`src/rtl/vdiv_pkg.sv`:
```
package vdiv_pkg;
   typedef enum logic {
      MODE_SEARCH   = 1'b0,
      MODE_STANDARD = 1'b1
   } vdiv_mode_e;
endpackage

```
`src/rtl/vdiv_line_counter.sv`:
```
module vdiv_line_counter #(
   parameter int CNT_W = 9
) (
   input  logic             clk,
   input  logic             rst_n,
   input  logic             adv,
   input  logic             restart,
   output logic [CNT_W-1:0] pos
);
   always_ff @(posedge clk) begin
      if (!rst_n)       pos <= '0;
      else if (adv) begin
         if (restart)   pos <= '0;
         else           pos <= pos + CNT_W'(1);
      end
   end
endmodule

```
`src/rtl/vdiv_window_cmp.sv`:
```
module vdiv_window_cmp #(
   parameter int CNT_W       = 9,
   parameter int SRCH_LO     = 244,
   parameter int SRCH_LO_RGB = 219,
   parameter int SRCH_HI     = 350,
   parameter int NARROW_LO   = 262,
   parameter int NARROW_HI   = 264,
   parameter int EQ_LINES    = 9,
   parameter bit RGB_EN      = 1'b1
) (
   input  logic [CNT_W-1:0] pos,
   input  logic             rgb_mode,
   output logic             in_search,
   output logic             in_narrow,
   output logic             at_search_end,
   output logic             at_narrow_end,
   output logic             in_eq
);
   localparam logic [CNT_W-1:0] LO_STD  = CNT_W'(SRCH_LO);
   localparam logic [CNT_W-1:0] LO_RGB  = CNT_W'(SRCH_LO_RGB);
   localparam logic [CNT_W-1:0] HI_S    = CNT_W'(SRCH_HI);
   localparam logic [CNT_W-1:0] LO_N    = CNT_W'(NARROW_LO);
   localparam logic [CNT_W-1:0] HI_N    = CNT_W'(NARROW_HI);
   localparam logic [CNT_W-1:0] EQ_HEAD = CNT_W'(NARROW_LO - EQ_LINES);
   localparam logic [CNT_W-1:0] EQ_TAIL = CNT_W'(EQ_LINES);

   logic [CNT_W-1:0] lo_sel;

   generate
      if (RGB_EN) begin : g_rgb
         assign lo_sel = rgb_mode ? LO_RGB : LO_STD;
      end else begin : g_fixed
         logic unused_rgb;
         assign unused_rgb = rgb_mode;
         assign lo_sel     = LO_STD;
      end
   endgenerate

   always_comb begin
      in_search     = (pos >= lo_sel) && (pos <= HI_S);
      in_narrow     = (pos >= LO_N) && (pos <= HI_N);
      at_search_end = (pos == HI_S);
      at_narrow_end = (pos == HI_N);
      in_eq         = (pos >= EQ_HEAD) || (pos < EQ_TAIL);
   end
endmodule

```
`src/rtl/vdiv_mode_ctrl.sv`:
```
module vdiv_mode_ctrl
   import vdiv_pkg::*;
#(
   parameter int LOCK_HITS  = 16,
   parameter int MISS_LIMIT = 6
) (
   input  logic       clk,
   input  logic       rst_n,
   input  logic       evt,
   input  logic       hit_narrow,
   output vdiv_mode_e mode
);
   localparam int HIT_W  = $clog2(LOCK_HITS + 1);
   localparam int MISS_W = $clog2(MISS_LIMIT + 1);
   localparam logic [HIT_W-1:0]  HIT_LAST  = HIT_W'(LOCK_HITS - 1);
   localparam logic [MISS_W-1:0] MISS_LAST = MISS_W'(MISS_LIMIT - 1);

   logic [HIT_W-1:0]  hits;
   logic [MISS_W-1:0] misses;

   always_ff @(posedge clk) begin
      if (!rst_n) begin
         mode   <= MODE_SEARCH;
         hits   <= '0;
         misses <= '0;
      end else if (evt) begin
         if (mode == MODE_SEARCH) begin
            misses <= '0;
            if (!hit_narrow) begin
               hits <= '0;
            end else if (hits == HIT_LAST) begin
               hits <= '0;
               mode <= MODE_STANDARD;
            end else begin
               hits <= hits + HIT_W'(1);
            end
         end else begin
            hits <= '0;
            if (hit_narrow) begin
               misses <= '0;
            end else if (misses == MISS_LAST) begin
               misses <= '0;
               mode   <= MODE_SEARCH;
            end else begin
               misses <= misses + MISS_W'(1);
            end
         end
      end
   end
endmodule

```
`src/rtl/vdiv_flywheel.sv`:
```
module vdiv_flywheel
   import vdiv_pkg::*;
#(
   parameter int SRCH_LO     = 244,
   parameter int SRCH_LO_RGB = 219,
   parameter int SRCH_HI     = 350,
   parameter int NARROW_LO   = 262,
   parameter int NARROW_HI   = 264,
   parameter int EQ_LINES    = 9,
   parameter int LOCK_HITS   = 16,
   parameter int MISS_LIMIT  = 6,
   parameter bit RGB_EN      = 1'b1
) (
   input  logic clk,
   input  logic rst_n,
   input  logic line_en,
   input  logic vsync_trig,
   input  logic rgb_mode,
   output logic retrace_o,
   output logic std_mode_o,
   output logic phi_inhibit_o
);
   localparam int CNT_W = $clog2(SRCH_HI + 1);

   generate
      if (SRCH_LO_RGB > SRCH_LO) begin : g_bad_rgb
         $error("widened lower limit must not exceed the normal one");
      end
      if (SRCH_LO > NARROW_LO || NARROW_HI > SRCH_HI) begin : g_bad_nest
         $error("narrow window must lie inside the search window");
      end
      if (NARROW_LO > NARROW_HI) begin : g_bad_narrow
         $error("narrow window limits reversed");
      end
      if (EQ_LINES < 1 || EQ_LINES >= NARROW_LO) begin : g_bad_eq
         $error("equalizing span out of range");
      end
      if (LOCK_HITS < 1 || MISS_LIMIT < 1) begin : g_bad_cnt
         $error("hit and miss limits must be positive");
      end
   endgenerate

   logic [CNT_W-1:0] pos;
   logic             in_search, in_narrow, at_search_end, at_narrow_end, in_eq;
   logic             accept, insert, evt;
   vdiv_mode_e       mode;
   logic             std;

   assign std = (mode == MODE_STANDARD);

   vdiv_window_cmp #(
      .CNT_W(CNT_W), .SRCH_LO(SRCH_LO), .SRCH_LO_RGB(SRCH_LO_RGB),
      .SRCH_HI(SRCH_HI), .NARROW_LO(NARROW_LO), .NARROW_HI(NARROW_HI),
      .EQ_LINES(EQ_LINES), .RGB_EN(RGB_EN)
   ) u_win (
      .pos(pos), .rgb_mode(rgb_mode), .in_search(in_search),
      .in_narrow(in_narrow), .at_search_end(at_search_end),
      .at_narrow_end(at_narrow_end), .in_eq(in_eq)
   );

   always_comb begin
      accept = line_en && vsync_trig && (std ? in_narrow : in_search);
      insert = line_en && !accept && (std ? at_narrow_end : at_search_end);
      evt    = accept || insert;
   end

   vdiv_line_counter #(.CNT_W(CNT_W)) u_cnt (
      .clk(clk), .rst_n(rst_n), .adv(line_en), .restart(evt), .pos(pos)
   );

   vdiv_mode_ctrl #(.LOCK_HITS(LOCK_HITS), .MISS_LIMIT(MISS_LIMIT)) u_mode (
      .clk(clk), .rst_n(rst_n), .evt(evt),
      .hit_narrow(accept && in_narrow), .mode(mode)
   );

   always_ff @(posedge clk) begin
      if (!rst_n) retrace_o <= 1'b0;
      else        retrace_o <= evt;
   end

   assign std_mode_o    = std;
   assign phi_inhibit_o = std && in_eq;
endmodule

```
`config.mk`:
```
export PLATFORM = sky130hd
export DESIGN_NAME = vdiv_flywheel
export DESIGN_NICKNAME = d
export VERILOG_FILES = /design/src/rtl/vdiv_pkg.sv /design/src/rtl/vdiv_line_counter.sv /design/src/rtl/vdiv_window_cmp.sv /design/src/rtl/vdiv_mode_ctrl.sv /design/src/rtl/vdiv_flywheel.sv
export SDC_FILE = /design/constraint.sdc
export NUM_CORES = 1
export LEC_CHECK = 0
export CAP_MARGIN = 25
export CORE_MARGIN = 5
export CORE_UTILIZATION = 25
export CTS_CLUSTER_DIAMETER = 80
export DETAILED_ROUTE_END_ITERATION = 16
export DONT_BUFFER_PORTS = 1
export PLACE_DENSITY = 0.4
export SLEW_MARGIN = 40
export SYNTH_ARGS = -nofsm -noshare
export SYNTH_HDL_FRONTEND = slang
export SYNTH_SLANG_ARGS = --single-unit
```
`constraint.sdc`:
```
create_clock -name clk -period 2.5 [get_ports clk]
set_input_delay 0.5 -clock clk [delete_from_list [all_inputs] [get_ports clk]]
set_output_delay 0.5 -clock clk [all_outputs]
set_load 0.02 [all_outputs]
```
# Word level (Yosys, flattened, before mapping)
# Cells that the tools add are included.
# op_classes
magnitude_cmp	6
n_eq_ne	4
mux	15
reduce_logical	11
addsub	3
# ops
operator	n
equality test 9 bit, second input constant	2
<= comparator 9 bit, second input constant	2
two-way mux 5 bit	3
adder 9 x 1 -> 9 bit, second input constant	1
>= comparator 9 x 8 -> 1 bit, second input constant	1
>= comparator 9 bit	1
>= comparator 9 bit, second input constant	1
less-than comparator 9 x 4 -> 1 bit, second input constant	1
two-way mux 3 bit	3
two-way mux 9 bit	1
logical AND 1 bit	8
two-way mux 1 bit	7
two-way mux 6 bit	1
adder 5 x 1 -> 5 bit, second input constant	1
equality test 5 x 4 -> 1 bit, second input constant	1
adder 3 x 1 -> 3 bit, second input constant	1
equality test 3 bit, second input constant	1
logical OR 1 bit	2
logical NOT 1 bit	1
# word_totals
register_bits	19
output_inout_bits	3

# Depth between registers and ports, before layout
# depth
word_depth	10
depth_mapped	8
ltp_nobuf	7

# By module
# From an unflattened synthesis, not the netlist that was laid out.
# unflattened
hier_cells	136
hier_area_um2	1156.1
# by_module_without_submodules
mod	area_each_um2	seq_area_each_um2	cells_per_inst	instances
vdiv_mode_ctrl	437.9	180.2	50	1
vdiv_line_counter	385.4	180.2	43	1
vdiv_window_cmp	244.0	0.0	32	1
vdiv_flywheel	88.8	20.0	11	1

# Worst setup path after synthesis
# Ideal clock, no wire load.
# synth_path
path_type	flip-flop to flip-flop
startpoint	register u_cnt.pos[0]
endpoint	register u_mode.hits[1]
arrival_time_ns	1.911
setup_ns	0.075
n_path_buf	1
stages_incl_launch_ff	9
setup_slack_ns	0.514
cell_sequence	dfxtp_1 inv_1 ha_1 nand2b_1 a2111oi_0 o31a_1 o211ai_4 buf_6 o22ai_1
# synth_via
elab_chain_len	8
# synth_rtl
element	line_no	rtl
start: declaration	vdiv_line_counter.sv:8	output logic [CNT_W-1:0] pos
start signal: assignment	vdiv_line_counter.sv:14	else pos <= pos + CNT_W'(1);
>= comparator 9 bit (tied with other cells)	vdiv_window_cmp.sv:40	in_search = (pos >= lo_sel) && (pos <= HI_S);
logical AND 1 bit (on tied branches)	vdiv_window_cmp.sv:40, vdiv_window_cmp.sv:41	
two-way mux 1 bit	vdiv_flywheel.sv:62	accept = line_en && vsync_trig && (std ? in_narrow : in_search);
logical AND 1 bit	vdiv_flywheel.sv:62	
logical NOT 1 bit	vdiv_flywheel.sv:63	insert = line_en && !accept && (std ? at_narrow_end : at_search_end);
logical AND 1 bit (2 in a row)	vdiv_flywheel.sv:63	
logical OR 1 bit	vdiv_flywheel.sv:64	evt = accept || insert;
end signal: assignment	vdiv_mode_ctrl.sv:35	hits <= hits + HIT_W'(1);
end: declaration	vdiv_mode_ctrl.sv:18	logic [HIT_W-1:0] hits;
# Several ways; a longest one is shown, not always the timed one.
# A chain may end at the register's enable or synchronous reset.

# Worst setup path after layout
# layout_path
startpoint	register u_cnt.pos[0]
endpoint	register u_mode.hits[2]
# Same word-level chain as after synthesis.

==> impl_metrics.env <==
export IMPL_synth_area_leader_cell="dfxtp_1"
export IMPL_synth_area_leaders="dfxtp_1, ha_1, nor2_1"
export IMPL_clkTransAtPathRegs_ns=0.08
export IMPL_ant_nets=0
export IMPL_dr_pass1_iters=4
export IMPL_worst_r2r_endpoint="u_mode.hits[2]"
export IMPL_avgViaCountPerCell=4.71
export IMPL_synth_top_area_share_pct=31.2
export IMPL_drt_total_wl_mm=2.66
export IMPL_num_antenna_cells=0
export IMPL_syn_to_final_growth_pct=6.67
export IMPL_core_area_mm2=0.00472
export IMPL_cts_hold_buffers=0
export IMPL_post_cts_resized=0
export IMPL_globalRouteTotalUtil_pct=9.69
export IMPL_cts_tree="yes"
export IMPL_holdPathStages=1
export IMPL_synth_top_flop_cell="dfxtp_1"
export IMPL_min_period_ns=2.14
export IMPL_fmax_ghz=0.467
export IMPL_grt_max_degree=15
export IMPL_syn_nets=155
export IMPL_grt_pass1_vias=982
export IMPL_grt_pass1_wl_mm=4.84
export IMPL_yosysWarningCount=0
export IMPL_synthArstFlopShare_pct=0
export IMPL_cp_max_fo=14
export IMPL_slew_violations=0
export IMPL_post_dp_hpwl_mm=2.03
export IMPL_start_util_pct=25.8
export IMPL_synth_edf_count=0
export IMPL_finClkSkew_ns=0.00385
export IMPL_layout_common_cells="dfxtp_1, nor2_1, inv_1"
export IMPL_maxCapViolations=0
export IMPL_h_tree_depth=1
export IMPL_crit_path_end_kind="flip-flop"
export IMPL_peakVddDrop_uv=226
export IMPL_ys_seq_area_share_pct=31.2
export IMPL_dieHeight_um=79.8
export IMPL_drc=0
export IMPL_antenna_found_initial=0
export IMPL_outcome="complete, no violations"
export IMPL_powerDensity_mw_per_mm2=457
export IMPL_setup_worst_path_start_class="flip-flop"
export IMPL_p_leak_nw=0.476
export IMPL_wl_per_cell_um=13.0
export IMPL_place_gp_congestion=0.828
export IMPL_hold_class="input pin to flip-flop"
export IMPL_cts_buffer_depth=2
export IMPL_rrSetupSlack_ns=0.36
export IMPL_fp_dieW_um=79.8
export IMPL_setup_violations=0
export IMPL_hold_end="u_cnt.pos[1]"
export IMPL_cts_setup_buffers=0
export IMPL_syn_area_mm2=0.00122
export IMPL_syn_instance_count=141
export IMPL_worst_slack_ns=0.356
export IMPL_final_common_cell="dfxtp_1"
export IMPL_nets=153
export IMPL_hold_viol_final=0
export IMPL_reg2reg_depth=7
export IMPL_max_slew_worst_pin_slew_ns=0.478
export IMPL_reg2reg_from="u_cnt.pos[0]"
export IMPL_dieArea_mm2=0.00637
export IMPL_pre_cts_slack_ns=0.334
export IMPL_avgSynthCellArea_um2=8.64
export IMPL_tns_ns=0
export IMPL_clk_latency_ns=0.26
export IMPL_critPathKind="flip-flop to flip-flop"
export IMPL_rsz0062_at_grt="no"
export IMPL_cp_required_ns=2.68
export IMPL_ioPinCount=8
export IMPL_clock_sinks=19
export IMPL_ctsRootBufferMaster="clkbuf_8"
export IMPL_numCtsBuffers=3
export IMPL_vias=965
export IMPL_drive_gt1_share_pct=7.97
export IMPL_synth_cell_types=38
export IMPL_port_buffers=0
export IMPL_num_rows=25
export IMPL_synth_ff_latch_count=19
export IMPL_drt_iter0_markers=93
export IMPL_cp_arrival_ns=2.33
export IMPL_min_from="line_en"
export IMPL_fin_hold_ws_ns=0.353
export IMPL_slew_limit_headroom_pct=67.9
export IMPL_finalCritPeriodShare_pct=85.7
export IMPL_grt_overflow_total=0
kinds of logic (layout without fill, tap and decap cells):
group                      Yosys count  count (layout)  synth area share [%]
and+or+nand+nor                     50              50                  22.5
muxes                                2               2                  1.64
buffers and inverters               21              18                  8.62
adders and majority gates            9               9                  9.24
DFF                                 19              19                  31.2
xor gates and xnor gates             9               9                  6.47
AOI/OAI and AO/OA                   31              31                  20.3
worst max-delay path, stage by stage, from the launching register on:
cell	delay, ns
dfxtp_1	0.49
inv_1	0.14
ha_1	0.28
nand2b_1	0.13
a2111oi_0	0.39
o31a_1	0.26
o211ai_4	0.19
o21ai_0	0.19
synth_stat cells (2+ instances only):
cell type,instances
a31oi_1,2
o21ai_0,8
o211ai_4,2
o22ai_1,2
nand3_1,8
a21oi_1,4
mux2i_1,2
dfxtp_1,19
o31ai_1,2
and3b_1,3
o31a_1,2
nor2_1,15
buf_6,2
xor2_1,5
nand4_1,7
ha_1,9
a311oi_1,2
buf_4,2
nor3_1,3
xnor2_1,4
inv_1,13
nand2_1,7
buf_2,3
per-layer routing:
metal,wire length [um],vias to the layer above,GRT usage (%)
met1,1200,449,11.7
met5,0,-,0
met4,42,0,3.38
met3,118,4,3.27
li1,-,497,-
met2,1300,15,16.0
stage by stage:
step | power (W) | area [um2] | util [%] | instances
floorplan | 0.000370 | 1220 | - | 141
global placement | 0.000380 | 1250 | 26.5 | 201
detailed placement | 0.000380 | 1250 | 26.5 | 201
CTS | 0.000606 | 1300 | 27.5 | 205
global route | 0.000632 | 1300 | 27.5 | 205
finish | 0.000595 | 1300 | 27.5 | 205
power breakdown:
part	internal [W]	leakage (nW)	switching, W	total, W
registers	0.000307	0.154	0.00000904	0.000316
clock network	0.000111	0.0255	0.000112	0.000223
logic	0.0000208	0.297	0.0000351	0.0000560
total	0.000439	0.476	0.000156	0.000595
layout make-up:
type	count	area [um2]
repair buffers	1	7.51
inverters	13	48.8
well taps	67	83.8
fillers	521	3420
multi-input cells	101	733
flip-flops and latches	19	380
clock inverters	1	5.00
clock buffers	3	41.3
flip-flops by register name (all words and copies together) (netlist names):
| name | count |
|---|---|
| u_mode.misses | 3 |
| u_mode.mode | 1 |
| u_mode.hits | 5 |
| retrace_o | 1 |
| u_cnt.pos | 9 |
worst max path at each step:
stage,startpoint,cells after the start,slack (ns),to
floorplan,u_cnt.pos[0],8,0.51,u_mode.hits[1]
global placement,u_cnt.pos[0],7,0.40,retrace_o
detailed placement,u_cnt.pos[0],7,0.33,u_mode.hits[2]
CTS,u_cnt.pos[0],7,0.32,u_mode.hits[0]
global route,u_cnt.pos[0],7,0.13,u_mode.misses[1]
finish,u_cnt.pos[0],7,0.36,u_mode.hits[2]
Note: power is estimated with default switching activity, not from simulation.
